===== src/rtl/ea_pkg.sv =====
package ea_pkg;
  localparam int EA_W      = 16;
  localparam int SEG_SHIFT = 4;
  localparam int SEL_W     = 3;

  typedef enum logic [1:0] {
    SEG_DS = 2'd0,
    SEG_SS = 2'd1,
    SEG_ES = 2'd2
  } seg_e;
endpackage


===== src/rtl/ea_calc.sv =====
module ea_calc #(
  parameter int AW = 16
) (
  input  logic [1:0]    mode,
  input  logic [2:0]    rm_f,
  input  logic [AW-1:0] disp,
  input  logic [AW-1:0] bx_v,
  input  logic [AW-1:0] bp_v,
  input  logic [AW-1:0] si_v,
  input  logic [AW-1:0] di_v,
  output logic          is_mem,
  output logic          bp_used,
  output logic [AW-1:0] ea
);
  function automatic logic [AW-1:0] sext8(input logic [AW-1:0] d);
    return {{(AW-8){d[7]}}, d[7:0]};
  endfunction

  logic          direct;
  logic [AW-1:0] base_t, idx_t, disp_t;
  logic          bp_base;

  always_comb begin
    direct  = (mode == 2'd0) && (rm_f == 3'd6);
    base_t  = '0;
    idx_t   = '0;
    bp_base = 1'b0;
    case (rm_f)
      3'd0: begin base_t = bx_v; idx_t = si_v; end
      3'd1: begin base_t = bx_v; idx_t = di_v; end
      3'd2: begin base_t = bp_v; idx_t = si_v; bp_base = 1'b1; end
      3'd3: begin base_t = bp_v; idx_t = di_v; bp_base = 1'b1; end
      3'd4: idx_t = si_v;
      3'd5: idx_t = di_v;
      3'd6: begin
        if (!direct) begin base_t = bp_v; bp_base = 1'b1; end
      end
      default: base_t = bx_v;
    endcase
    case (mode)
      2'd0:    disp_t = direct ? disp : '0;
      2'd1:    disp_t = sext8(disp);
      2'd2:    disp_t = disp;
      default: disp_t = '0;
    endcase
    is_mem  = (mode != 2'd3);
    bp_used = is_mem && bp_base;
    ea      = is_mem ? (base_t + idx_t + disp_t) : '0;
  end
endmodule


===== src/rtl/seg_pick.sv =====
module seg_pick import ea_pkg::*; #(
  parameter int AW = 16
) (
  input  logic          is_mem,
  input  logic          bp_used,
  input  logic [2:0]    seg_ovr,
  input  logic [AW-1:0] ds_v,
  input  logic [AW-1:0] ss_v,
  input  logic [AW-1:0] es_v,
  output seg_e          seg_id,
  output logic [AW-1:0] seg_val
);
  always_comb begin
    if (!is_mem)         seg_id = SEG_DS;
    else if (seg_ovr[2]) seg_id = SEG_ES;
    else if (seg_ovr[1]) seg_id = SEG_SS;
    else if (seg_ovr[0]) seg_id = SEG_DS;
    else if (bp_used)    seg_id = SEG_SS;
    else                 seg_id = SEG_DS;
    case (seg_id)
      SEG_SS:  seg_val = ss_v;
      SEG_ES:  seg_val = es_v;
      default: seg_val = ds_v;
    endcase
  end
endmodule


===== src/rtl/reg_decode.sv =====
module reg_decode #(
  parameter int SW = 3
) (
  input  logic          en,
  input  logic          wide,
  input  logic [SW-1:0] field,
  output logic [SW-1:0] code,
  output logic          hi
);
  always_comb begin
    if (!en) begin
      code = '0;
      hi   = 1'b0;
    end else if (wide) begin
      code = field;
      hi   = 1'b0;
    end else begin
      code = {1'b0, field[SW-2:0]};
      hi   = field[SW-1];
    end
  end
endmodule


===== src/rtl/modrm_ea_stage.sv =====
module modrm_ea_stage import ea_pkg::*; #(
  parameter int AW = EA_W,
  parameter int SH = SEG_SHIFT,
  parameter int SW = SEL_W
) (
  input  logic             clk,
  input  logic             rst_n,
  input  logic             in_valid,
  input  logic [1:0]       mode,
  input  logic [2:0]       reg_f,
  input  logic [2:0]       rm_f,
  input  logic             wide,
  input  logic [AW-1:0]    disp,
  input  logic [2:0]       seg_ovr,
  input  logic [AW-1:0]    bx_v,
  input  logic [AW-1:0]    bp_v,
  input  logic [AW-1:0]    si_v,
  input  logic [AW-1:0]    di_v,
  input  logic [AW-1:0]    ds_v,
  input  logic [AW-1:0]    ss_v,
  input  logic [AW-1:0]    es_v,
  output logic             out_valid,
  output logic             is_mem,
  output logic [AW-1:0]    ea,
  output logic [1:0]       seg_id,
  output logic [AW+SH-1:0] phys,
  output logic [SW-1:0]    reg_code,
  output logic             reg_hi,
  output logic [SW-1:0]    rm_code,
  output logic             rm_hi
);
  localparam int PW = AW + SH;

  function automatic logic [PW-1:0] phys_of(input logic [AW-1:0] s, input logic [AW-1:0] e);
    return {s, {SH{1'b0}}} + {{SH{1'b0}}, e};
  endfunction

  logic          c_is_mem, c_bp_used;
  logic [AW-1:0] c_ea, c_seg_val;
  seg_e          c_seg;
  logic [PW-1:0] c_phys;
  logic [SW-1:0] c_code [2];
  logic          c_hi   [2];
  logic [SW-1:0] dec_field [2];
  logic          dec_en    [2];

  ea_calc #(.AW(AW)) u_calc (
    .mode(mode), .rm_f(rm_f), .disp(disp),
    .bx_v(bx_v), .bp_v(bp_v), .si_v(si_v), .di_v(di_v),
    .is_mem(c_is_mem), .bp_used(c_bp_used), .ea(c_ea)
  );

  seg_pick #(.AW(AW)) u_seg (
    .is_mem(c_is_mem), .bp_used(c_bp_used), .seg_ovr(seg_ovr),
    .ds_v(ds_v), .ss_v(ss_v), .es_v(es_v),
    .seg_id(c_seg), .seg_val(c_seg_val)
  );

  assign dec_field[0] = reg_f;
  assign dec_en[0]    = 1'b1;
  assign dec_field[1] = rm_f;
  assign dec_en[1]    = !c_is_mem;

  for (genvar g = 0; g < 2; g++) begin : g_dec
    reg_decode #(.SW(SW)) u_dec (
      .en(dec_en[g]), .wide(wide), .field(dec_field[g]),
      .code(c_code[g]), .hi(c_hi[g])
    );
  end

  assign c_phys = c_is_mem ? phys_of(c_seg_val, c_ea) : '0;

  always_ff @(posedge clk) begin
    if (!rst_n) begin
      out_valid <= 1'b0;
      is_mem    <= 1'b0;
      ea        <= '0;
      seg_id    <= 2'd0;
      phys      <= '0;
      reg_code  <= '0;
      reg_hi    <= 1'b0;
      rm_code   <= '0;
      rm_hi     <= 1'b0;
    end else begin
      out_valid <= in_valid;
      if (in_valid) begin
        is_mem   <= c_is_mem;
        ea       <= c_ea;
        seg_id   <= c_seg;
        phys     <= c_phys;
        reg_code <= c_code[0];
        reg_hi   <= c_hi[0];
        rm_code  <= c_code[1];
        rm_hi    <= c_hi[1];
      end
    end
  end

  a_r1_reg_form: assert property (@(posedge clk) disable iff (!rst_n)
    (in_valid && mode == 2'd3) |=> (!is_mem && ea == '0 && phys == '0));
  a_r4_direct_ds: assert property (@(posedge clk) disable iff (!rst_n)
    (in_valid && mode == 2'd0 && rm_f == 3'd6 && seg_ovr == 3'b000) |-> (c_seg == SEG_DS && c_ea == disp));
  a_r5_bp_stack: assert property (@(posedge clk) disable iff (!rst_n)
    (in_valid && c_bp_used && seg_ovr == 3'b000) |-> c_seg == SEG_SS);
  a_r6_es_wins: assert property (@(posedge clk) disable iff (!rst_n)
    (in_valid && c_is_mem && seg_ovr[2]) |-> c_seg == SEG_ES);
  a_r6_regform_ignores: assert property (@(posedge clk) disable iff (!rst_n)
    (in_valid && !c_is_mem) |-> c_seg == SEG_DS);
  a_r8_byte_low_code: assert property (@(posedge clk) disable iff (!rst_n)
    (in_valid && !wide) |-> !c_code[0][SW-1]);
  a_r9_mem_no_rm: assert property (@(posedge clk) disable iff (!rst_n)
    (in_valid && c_is_mem) |-> (c_code[1] == '0 && !c_hi[1]));
  a_r10_valid_on: assert property (@(posedge clk) disable iff (!rst_n)
    in_valid |=> out_valid);
  a_r10_hold: assert property (@(posedge clk) disable iff (!rst_n)
    !in_valid |=> (!out_valid && $stable(ea) && $stable(phys) && $stable(seg_id)));
endmodule


===== config.mk =====
export PLATFORM = sky130hd
export DESIGN_NAME = modrm_ea_stage
export DESIGN_NICKNAME = d
export VERILOG_FILES = /design/src/rtl/ea_pkg.sv /design/src/rtl/ea_calc.sv /design/src/rtl/seg_pick.sv /design/src/rtl/reg_decode.sv /design/src/rtl/modrm_ea_stage.sv
export SDC_FILE = /design/constraint.sdc
export NUM_CORES = 1
export LEC_CHECK = 0
export ABC_AREA = 1
export BUFFER_PORTS_ARGS = -buffer_cell sky130_fd_sc_hd__clkbuf_2
export CAP_MARGIN = 20
export CORE_MARGIN = 2
export CORE_UTILIZATION = 49
export CTS_CLUSTER_SIZE = 10
export DETAILED_ROUTE_END_ITERATION = 7
export GPL_ROUTABILITY_DRIVEN = 0
export PLACE_DENSITY = 0.82
export SLEW_MARGIN = 15
export SYNTH_ARGS = -nofsm -noshare
export SYNTH_HDL_FRONTEND = slang
export SYNTH_SLANG_ARGS = --single-unit

===== constraint.sdc =====
create_clock -name clk -period 5.64 [get_ports clk]
set_input_delay 0.282 -clock clk [delete_from_list [all_inputs] [get_ports clk]]
set_output_delay 0.282 -clock clk [all_outputs]
set_load 0.05 [all_outputs]

* After elaboration in Yosys (flattened, before gate mapping) *
Cells that the tools add are included.

storage, ports and cells
  register bits after elaboration = 48
  bits in latches = 0
  RAM bits = 0
  memory bits (read-only) = 0
  output and inout bits = 48
  word-level logic and storage cells = 52
  memories kept = 0

cells by class
  add/subtract/negate cells = 3
  multiply operators = 0
  div/mod/pow operators = 0
  magnitude comparators = 0
  eq/ne operators = 11
  shifts and indexed selects = 0
  muxes and demuxes = 21
  bitwise operators = 0
  reductions and logical operators = 8

operators by type and width
  operator                                                                number
  16-bit one-hot mux with 3 select lines                                  2
  16-bit one-hot mux with 2 select lines                                  2
  16-bit 2-to-1 mux                                                       3
  16-bit adder                                                            2
  20-bit by 16-bit adder with 20-bit output                               1
  20-bit 2-to-1 mux                                                       1
  3-bit equality test (second input constant)                             3
  3-bit 2-to-1 mux                                                        3
  2-bit 2-to-1 mux                                                        4
  3-bit by 2-bit equality test with 1-bit output (second input constant)  2
  3-bit OR reduction                                                      2
  1-bit 2-to-1 mux                                                        5
  2-bit by 1-bit equality test with 1-bit output (second input constant)  2
  2-bit equality test (second input constant)                             2
  2-bit OR reduction                                                      2
  3-bit by 1-bit equality test with 1-bit output (second input constant)  1
  3-bit logical NOT                                                       1
  1-bit logical AND                                                       2
  2-bit logical NOT                                                       1
  2-bit != test (second input constant)                                   1
  1-bit one-hot mux with 2 select lines                                   1

* Logic depth before layout (Yosys ltp) *
Gate-level depths: netlist of run 1.

  word-level depth = 14
  mapped depth = 36

* By module *
Synthesis of run 1 repeated with hierarchy kept, for this count alone.

unflattened totals
  cells, all modules = 877
  area, all modules = 5292.6 µm²

modules (own cells, without submodules)
  module          instances  cells an instance  area each (µm²)  seq. area each (µm²)
  modrm_ea_stage  1          369                2567.5           960.9
  ea_calc         1          381                2011.9           0.0
  seg_pick        1          111                653.1            0.0
  reg_decode      2          8                  30.0             0.0

* Least setup slack after synthesis of run 1 *
OpenSTA, ideal clock, no wires.

  path type = input port to flip-flop
  from = in rm_f[0]
  to = reg phys[16]
  setup time = 113 ps
  data arrival time = 4467 ps
  setup slack = 1060 ps
  stages on the path = 31
  path through = buf_4 -> inv_2 -> o21ai_0 -> nand2_1 -> inv_2 -> clkbuf_1 -> a22oi_1 -> fa_1 -> inv_1 -> ha_1 -> inv_1 -> fa_1 -> inv_1 -> nand3_1 -> nand3_1 -> nor2_1 -> nor3_1 -> inv_1 -> fa_1 -> inv_1 -> a31oi_1 -> nor2_1 -> nor2_1 -> o21bai_1 -> nand2_1 -> o21ai_1 -> nand3b_1 -> nand2_1 -> nand2_1 -> nand3_1 -> nand2_1

on the way
  elaborated cells between the ends (all ways) = 33
  classes of those cells = add/sub: 3; eq/ne: 8; mux: 15; reduce/logical: 7

RTL lines
  item                                         line                          text
  start: declaration                           modrm_ea_stage.sv:11          input logic [2:0] rm_f,
  3-bit equality test                          ea_calc.sv:24, ea_calc.sv:28
  1-bit logical AND                            ea_calc.sv:24                 direct = (mode == 2'd0) && (rm_f == 3'd6);
  16-bit 2-to-1 mux                            ea_calc.sv:36                 if (!direct) begin base_t = bp_v; bp_base = 1'b1; end
  16-bit one-hot mux with 3 select lines       ea_calc.sv:28                 case (rm_f)
  16-bit adder                                 ea_calc.sv:48                 ea = is_mem ? (base_t + idx_t + disp_t) : '0;
  16-bit adder *                               ea_calc.sv:48
  16-bit 2-to-1 mux *                          ea_calc.sv:48
  named net c_ea[5]                            modrm_ea_stage.sv:39          logic [AW-1:0] c_ea, c_seg_val;
  20-bit by 16-bit adder with 20-bit output *  modrm_ea_stage.sv:35          return {s, {SH{1'b0}}} + {{SH{1'b0}}, e};
  20-bit 2-to-1 mux *                          modrm_ea_stage.sv:71          assign c_phys = c_is_mem ? phys_of(c_seg_val, c_ea) : '0;
  end signal: assignment                       modrm_ea_stage.sv:90          phys <= c_phys;
  end: declaration                             modrm_ea_stage.sv:26          output logic [AW+SH-1:0] phys,

The timed path passes the listed nets; every way through them passes the cells marked *.
A chain may end at the register's enable or synchronous reset.

* Worst setup path after layout of run 1 *
  from = in rm_f[2]
  to = reg phys[16]

Same word-level chain as after synthesis.

==> flow_metrics.tcl, run 1 <==
set metrics [dict create \
    status "completed" \
    fin_util_pct 63.6 \
    grt_setup_unrepaired "false" \
    seq_power_share_pct 23.4 \
    power_switching_mw 0.804 \
    ys_types 35 \
    antenna_left 0 \
    dieArea_um2 9790 \
    slew_viol_final 0 \
    path_clk_slew_ns 0.10 \
    grt_pass1_wl_mm 20.7 \
    crit_path_end_kind "flop" \
    ctsHoldBuffers 0 \
    critical_path_class "primary input to flop" \
    tritoncts "done" \
    ys_warn_count 0 \
    area_growth_pct 25.6 \
    synth_seq_cells 44 \
    slew_headroom_pct 44.6 \
    grt_max_degree 43 \
    finalNetCount 1071 \
    start_kind "primary input" \
    cts_root_buf "clkbuf_8" \
    postPlaceCellArea_um2 5430 \
    hold_viol_final 0 \
    finalCriticalPeriod_ns 4.75 \
    cp_slowest_stage_delay_ns 0.46 \
    synth_edf_count 0 \
    gr-total-overflow 0 \
    finalPower_mw 1.63 \
    avgViaCountPerCell 5.02 \
    final_common_cell "nand2_1" \
    cts_buffer_depth 2 \
    dp_hpwl_mm 10.1 \
    crit_path_frequent_cell "inv_1" \
    yosysSeqAreaShare_pct 19.9 \
    cts_setup_buffers 0 \
    die_w_um 99.0 \
    grtUsageTotal_pct 25.2 \
    antenna_cells 0 \
    antenna_found_initial 0 \
    syn_inst 708 \
    numCtsBuffers 5 \
    avgSynthCellArea_um2 6.24 \
    crit_slowest_cell "fa_1" \
    fin_crit_sh_pct 84.2 \
    whs_ns 0.203 \
    syn_nets 893 \
    drt_first_pass_iters 5 \
    worst_ep_required_time_ns 5.84 \
    clock_skew_ns 0 \
    worstSkewPairLatency_ns 0.29 \
    port_buffers 190 \
    synth_ff_type "dfxtp_1" \
    htreeDepth 2 \
    clock_sinks 44 \
    power.leakage_nw 3.34 \
    intPower_mw 0.821 \
    fin_area_um2 5550 \
    floorplan.die.height_um 99.0 \
    drt-total-wl_mm 12.0 \
    routedWlPerCell_um 12.1 \
    power.density_nw_per_um2 293 \
    worstMarginPinSlew_ns 0.828 \
    comb_power_share_pct 60.4 \
    worstPathMaxFanout 9 \
    final_layout_size_suffix_gt1_share_pct 27.4 \
    via_count 4998 \
    rows 34 \
    cts_resized 0 \
    swShare_pct 49.5 \
    drt_iter0_drc 211 \
    final_cell_mix "nand2_1 (196), clkbuf_2 (190), inv_1 (122), nand3_1 (76)" \
    syn_area_um2 4420 \
    cp_data_arrival_time_ns 4.95 \
    async_flop_share_pct 0 \
    totalNegativeSetupSlack_ns 0 \
    hold_path_class "primary input to flop" \
    initial_core_util_pct 50.7 \
    drc 0 \
    setup_viol 0 \
    fmax_mhz 211 \
    maxCapViolations 0 \
    grt_pass1_vias 4809 \
    core_area_um2 8720 \
    share_clk_of_total_power_pct 16.2 \
    vdd_drop_max_v 0.000170 \
    io_pins 191 \
]
-- metal layers --
layer  part of all wire, %  global-route usage, %  up-vias
li1                      -                      -     2607
met1                    44                   31.3     2242
met2                    50                   45.5      133
met3                   4.7                   3.55       16
met4                   1.6                   6.53        0
met5                     0                      0        -
-- cells in the mapped netlist, types with 5 or more instances --
| library cell | number | area (um^2) |
|---|---|---|
| nand2_1 | 196 | 736 |
| inv_1 | 122 | 458 |
| nand3_1 | 76 | 380 |
| nor2_1 | 45 | 169 |
| dfxtp_1 | 44 | 881 |
| o21ai_0 | 30 | 150 |
| ha_1 | 25 | 313 |
| a21oi_1 | 24 | 120 |
| fa_1 | 17 | 340 |
| clkbuf_1 | 16 | 60.1 |
| a22oi_1 | 15 | 113 |
| a22o_1 | 14 | 123 |
| inv_2 | 13 | 48.8 |
| nand2_2 | 9 | 56.3 |
| nand4_1 | 8 | 50.1 |
| o21ai_1 | 7 | 35.0 |
| buf_4 | 5 | 37.5 |
| nand3_2 | 5 | 50.1 |
| xor2_1 | 5 | 43.8 |
-- cell families after synthesis --
logic type	count (synthesis)	synth area share (%)
AND/OR/NAND/NOR	358	36.3
buffers and inverters	159	14.0
AO/OA/AOI/OAI	100	14.0
flip-flops	44	19.9
adder cells (fa/ha/maj)	42	14.8
XOR/XNOR	5	0.991
-- layout make-up --
type                       instances  area, um^2
tap                              108         135
multi-input combinational        505        2920
inverter                         136         510
timing repair buffer             194         981
clock inverter                     2        38.8
fill                             897        3170
sequential                        44         881
clock buffer                       6        82.6
-- worst paths after layout --
path	start	to	slack, ns	cells after the start
max	rm_f[2]	phys[16]	0.89	32
min	reg_f[0]	reg_code[0]	0.20	2
max reg2reg	phys[1]	phys[1]	4.99	1
min reg2reg	phys[13]	phys[13]	0.46	2
-- worst max-delay path, delay by kind of cell --
kind	cells	cell delay, ns
AO/OA/AOI/OAI	4	0.60
adder cells (fa/ha/maj)	4	1.47
buffers and inverters	8	0.73
AND/OR/NAND/NOR	16	1.84
-- power by group through the flow --
stage               Combinational, mW  Sequential (mW)  Clock [mW]
CTS                             0.982            0.380       0.263
finish                          0.981            0.380       0.264
global route                     1.11            0.386       0.279
floorplan                       0.590            0.541           0
detailed placement              0.973            0.387           0
global placement                0.960            0.386           0
-- registers in the layout, summed over array words and instances, names as in the netlist, 2 cells and up --
register  flops
ea           12
seg_id        2
reg_code      3
rm_code       3
phys         20
-- stage by stage --
stage,instances,setup slack (ns)
final,995,0.894
after detailed placement,987,0.599
after global placement,987,0.767
after CTS,995,0.910
after floorplan,708,1.06
after global routing,995,0.206
Power figures use the tool's default switching activity.
==> run 2: changes to the inputs <==
clock period = 4.97 ns   (was 5.64 ns; I/O delays follow)
==> run 2 against run 1 <==
Compared with the run above:
- count of clock-buffer cells in the layout fell by 1
- cell area rose by 0.23%
- global-route usage is 0.53 points higher
- sequential share of layout area about the same
- die area unchanged
- worst setup slack worse by 0.37 ns
- critical path depth increased by 4
- clock power down 16%
- largest cell class unchanged
==> flow_metrics.tcl, run 2 (synthesized netlist as in run 1, its figures left out) <==
set metrics [dict create \
    worstPathMaxFanout 15 \
    status "completed" \
    gr-total-overflow 0 \
    finalNetCount 1076 \
    cts_buffer_depth 2 \
    crit_slowest_cell "fa_1" \
    worst_slack_ns 0.525 \
    routedWlPerCell_um 12.3 \
    hold_path_class "primary input to flop" \
    tritoncts "done" \
    clock_skew_ns 0 \
    start_kind "primary input" \
    grt_pass1_wl_mm 21.0 \
    worstSkewPairLatency_ns 0.29 \
    finalCriticalPeriod_ns 4.45 \
    slew_viol_final 0 \
    antenna_left 0 \
    fmax_mhz 225 \
    drc 0 \
    port_buffers 190 \
    power.density_nw_per_um2 319 \
    final_layout_size_suffix_gt1_share_pct 28.1 \
    cp_slowest_stage_delay_ns 0.56 \
    rows 34 \
    hold_viol_final 0 \
    clock_sinks 44 \
    totalNegativeSetupSlack_ns 0 \
    regMostFlops "phys" \
    drt-total-wl_mm 12.3 \
    dieArea_um2 9790 \
    path_clk_slew_ns 0.09 \
    grtUsageTotal_pct 25.7 \
    reg.largest.list "phys (20), ea (12)" \
    final_cell_mix "nand2_1 (196), clkbuf_2 (190), inv_1 (122), nand3_1 (76), dfxtp_1 (44)" \
    die_w_um 99.0 \
    floorplan.die.height_um 99.0 \
    critical_path_class "primary input to flop" \
    cts_root_buf "clkbuf_8" \
    drt_iter0_drc 266 \
    avgViaCountPerCell 5.05 \
    grt_setup_unrepaired "false" \
    crit_path_end_kind "flop" \
    dp_hpwl_mm 10.4 \
    initial_core_util_pct 50.7 \
    via_count 5045 \
    cts_setup_buffers 0 \
    worst_ep_required_time_ns 5.17 \
    htreeDepth 2 \
    core_area_um2 8720 \
    slew_headroom_pct 43.0 \
    io_pins 191 \
    fin_crit_sh_pct 89.4 \
    antenna_found_initial 0 \
    final_common_cell "nand2_1" \
    area_growth_pct 25.9 \
    grt_max_degree 36 \
    numCtsBuffers 5 \
    cp_data_arrival_time_ns 4.65 \
    drt_first_pass_iters 5 \
    vdd_drop_max_v 0.000158 \
    dpl_worst_slack_ns 0.164 \
    antenna_cells 0 \
    maxCapViolations 0 \
    setup_viol 0 \
    grt_pass1_vias 4819 \
    fillers 860 \
    power.leakage_nw 3.35 \
    crit_path_frequent_cell "nand2_1" \
    worstMarginPinSlew_ns 0.852 \
    largest_reg_flops 20 \
]
-- run 2: power by group --
group,internal (mW),total (mW),switching (mW)
Combinational,0.369,1.12,0.754
Sequential,0.404,0.431,0.0274
Clock,0.0955,0.222,0.126
Total,0.868,1.78,0.908
-- run 2: cell type report --
class | instances | area (um^2) | area share, %
sequential | 44 | 881 | 15.8
clock buffer | 5 | 68.8 | 1.24
clock inverter | 2 | 12.5 | 0.225
tap | 108 | 135 | 2.43
inverter | 136 | 510 | 9.18
multi-input combinational | 505 | 2930 | 52.7
timing repair buffer | 199 | 1020 | 18.4
-- run 2: per-layer routing --
metal / share of wire, % / wire length, um / track usage [%] / vias up
li1: - / - / - / 2604
met1: 43 / 5360 / 32.7 / 2250
met2: 49 / 6010 / 45.8 / 173
met3: 6.0 / 741 / 3.62 / 18
met4: 1.7 / 214 / 6.11 / 0
met5: 0 / 0 / 0 / -
-- run 2: path summary, 6_finish.rpt --
kind	startpoint	slack [ns]	endpoint	cells past startpoint
setup / recovery	rm_f[2]	0.52	phys[17]	36
hold / removal	reg_f[1]	0.19	reg_code[1]	2
setup reg to reg	phys[1]	4.31	phys[1]	1
hold reg to reg	phys[19]	0.46	phys[19]	2
-- run 2: metrics by stage --
stage          util [%]  std cells  cell area, um^2  hold WS, ns  power, mW
2_1_floorplan         -        708             4420        0.338       1.28
3_3_place_gp       62.7        992             5470        0.438       1.53
3_5_place_dp       62.7        992             5470        0.444       1.55
4_1_cts            63.6        999             5550        0.185       1.78
5_1_grt            63.8        999             5560        0.198       1.95
6_report           63.8        999             5560        0.188       1.78
-- run 2: worst max-delay path, delay by kind of cell --
kind	cells	cell delay [ns]
buf+inv	6	0.54
fa+ha+maj	3	1.25
compound gates	6	0.69
simple gates	21	1.91
-- run 2: timing repair --
action	4_1_cts	5_1_grt
setup endpoints to repair	0	5
hold buffers	0	0
gates resized for setup	0	4
==> run 3: changes to the inputs <==
ABC_AREA = default   (was 1)
CORE_UTILIZATION = 44   (was 49)
PLACE_DENSITY = 0.79   (was 0.82)
clock period = 3.85 ns   (was 4.97 ns; I/O delays follow)
==> run 3 against run 2 <==
Compared with the run above:
- the flow now finishes with violations (negative setup slack)
- utilization grew 7.0 points
- sequential cell count is the same
- register-to-register slack lost 1.3 ns
- cell area grew 18%
- sequential power grew 34%
- power grew 93%
- routed wire length grew 25%
- sequential share of layout area shrank 2.4 points
- clock power grew 68%
- clock skew is the same
- synthesized area shrank 5.4%
- critical endpoint is now phys[18]
- highest routed layer unchanged
==> flow_metrics.tcl, run 3 <==
set metrics [dict create \
    status "finished, violations left" \
    violations "negative setup slack" \
    synth_top_area_share_pct 21.1 \
    crit_path_end_kind "flop" \
    htreeDepth 2 \
    final_cell_mix "clkbuf_2 (187), buf_4 (101), nand2_1 (71), dfxtp_1 (44), inv_1 (31)" \
    initial_core_util_pct 45.3 \
    core_area_um2 9240 \
    synth_seq_cells 44 \
    ys_warn_count 0 \
    largest_reg_flops 20 \
    finalCriticalPeriod_ns 4.45 \
    area_growth_pct 56.3 \
    worstPathMaxFanout 5 \
    dieArea_um2 10300 \
    hold_viol_final 0 \
    floorplan.die.height_um 101 \
    antenna_cells 0 \
    hold_path_class "primary input to flop" \
    drc 0 \
    slew_viol_final 0 \
    rows 35 \
    yosysTopAreaCell "dfxtp_1" \
    syn_area_um2 4180 \
    fillers 720 \
    worstSkewPairLatency_ns 0.30 \
    reg.largest.list "phys (20), ea (12)" \
    drt_iter0_drc 302 \
    yosys-top-cells-count "nand2_1 (73), dfxtp_1 (44), inv_1 (35), nor2_1 (30), a21oi_1 (29)" \
    whs_ns 0.154 \
    grt_pass1_wl_mm 23.0 \
    cp_slowest_stage_delay_ns 0.45 \
    final_layout_size_suffix_gt1_share_pct 49.4 \
    drt-total-wl_mm 15.4 \
    avgSynthCellArea_um2 8.12 \
    dp_hpwl_mm 11.4 \
    grt_max_degree 35 \
    clock_skew_ns 0 \
    grt_pass1_vias 5102 \
    syn_nets 700 \
    start_kind "primary input" \
    cts_buffer_depth 2 \
    setup_viol 10 \
    slew_headroom_pct 46.7 \
    multi_input_area_um2 3330 \
    numCtsBuffers 5 \
    finalPower_mw 3.43 \
    worst_slack_ns -0.599 \
    worst_ep_required_time_ns 4.06 \
    finalNetCount 975 \
    synthTopCellsByArea "dfxtp_1 (21%), fa_1 (8.1%), ha_1 (7.5%), nand2_1 (6.6%), a22oi_1 (4.3%)" \
    fmax_mhz 225 \
    cp_data_arrival_time_ns 4.66 \
    tritoncts "done" \
    clock_sinks 44 \
    grt_setup_unrepaired "true" \
    final_common_cell "clkbuf_2" \
    io_pins 191 \
    path_delay_family "adder cells" \
    crit_slowest_cell "fa_1" \
    antenna_left 0 \
    power.density_nw_per_um2 524 \
    drt_first_pass_iters 6 \
    seqCellArea_um2 881 \
    fin_area_um2 6540 \
    port_buffers 190 \
    gr-total-overflow 0 \
    avgViaCountPerCell 5.60 \
    vdd_drop_max_v 0.000272 \
    syn_inst 515 \
    dpl_worst_slack_ns -1.13 \
    synth_edf_count 0 \
    routedWlPerCell_um 16.8 \
    synth_most_common_cell "nand2_1" \
    grtUsageTotal_pct 28.0 \
    yosysSeqAreaShare_pct 21.1 \
    async_flop_share_pct 0 \
    crit_start "rm_f[2]" \
    critical_path_class "primary input to flop" \
    fin_crit_sh_pct 116 \
    postPlaceCellArea_um2 5970 \
    regMostFlops "phys" \
    maxCapViolations 0 \
    hold_path.startpoint "reg_f[0]" \
    worstMarginPinSlew_ns 0.795 \
    antenna_found_initial 0 \
    synth_ff_type "dfxtp_1" \
    cts_root_buf "clkbuf_8" \
    ys_types 68 \
    via_count 5150 \
    r2r-start "phys[19]" \
    path_clk_slew_ns 0.09 \
    power.leakage_nw 3.29 \
    worstPathBufferInverterCount 6 \
    die_w_um 101 \
]
==> run 3: cell types whose count changed after synthesis, sizes merged, moves of 7 or more <==
cell and change:
nand2 -137, mux2 +16, nor2b +7, xnor2 +15, nand2b +9, and2 +11
nand3 -72, mux2i +7, nor2 -20, nor3 +8, o21ai -14, buf +7
a22oi +9, inv -100
==> run 3: logic make-up (layout without fill, tap and decap cells) <==
kind of cell / after synthesis / after routing / share of synthesized area (%)
AO/OA/AOI/OAI: 151 / 151 / 26.9
XOR/XNOR: 22 / 22 / 4.94
buffers and inverters: 67 / 343 / 6.79
AND/OR/NAND/NOR: 166 / 166 / 18.7
flip-flops: 44 / 44 / 21.1
adder cells (fa/ha/maj): 42 / 42 / 15.6
multiplexers: 23 / 23 / 5.98
==> run 3: path summary, 6_finish.rpt <==
check                                   end  slack, ns  depth (start not counted)
worst min-delay path            reg_code[0]       0.15                          3
worst min register to register     phys[15]       0.45                          2
worst max register to register     phys[19]       3.01                          2
worst max-delay path               phys[18]      -0.60                         29
==> run 3: where the power goes <==
| part | switching, mW | internal, mW |
|---|---|---|
| Combinational | 1.34 | 1.14 |
| Sequential | 0.0445 | 0.532 |
| Clock | 0.178 | 0.196 |
| Total | 1.56 | 1.86 |
==> run 3: cell type report <==
| type | instances | share of cell area (%) |
|---|---|---|
| clock buffers | 5 | 1.05 |
| clock inverters | 3 | 0.708 |
| multi-input cells | 404 | 51.0 |
| inverters | 35 | 2.01 |
| repair buffers | 300 | 29.3 |
| flip-flops and latches | 44 | 13.5 |
| well taps | 129 | 2.47 |
==> run 3: worst reg2reg max path, stage by stage, from the launching register on <==
cell and delay, ns:
dfxtp_1 0.33, a221oi_1 0.28, nand3_1 0.12
==> run 3: stage by stage <==
step | std cells | TNS (ns) | utilization (%)
after global placement | 893 | -7.80 | 64.6
after floorplan | 515 | -3.42 | -
after CTS | 915 | -3.43 | 69.6
after global routing | 920 | -5.85 | 70.8
final | 920 | -4.08 | 70.8
after detailed placement | 893 | -9.59 | 64.6
==> run 3: what timing repair did <==
| action | 4_1_cts | 5_1_grt |
|---|---|---|
| cloned | 1 | 0 |
| pin swaps | 25 | 24 |
| buffers inserted | 13 | 6 |
| hold buffers | 0 | 0 |
| endpoints found under the setup margin | 11 | 11 |
| resized for setup | 43 | 20 |
==> run 3: per-layer routing <==
| layer | GRT usage (%) | up-vias | wire, um |
|---|---|---|---|
| met1 | 32.2 | 2435 | 5780 |
| met2 | 52.3 | 265 | 7980 |
| li1 | - | 2385 | - |
| met5 | 0 | - | 0 |
| met4 | 9.67 | 0 | 540 |
| met3 | 4.35 | 65 | 1140 |
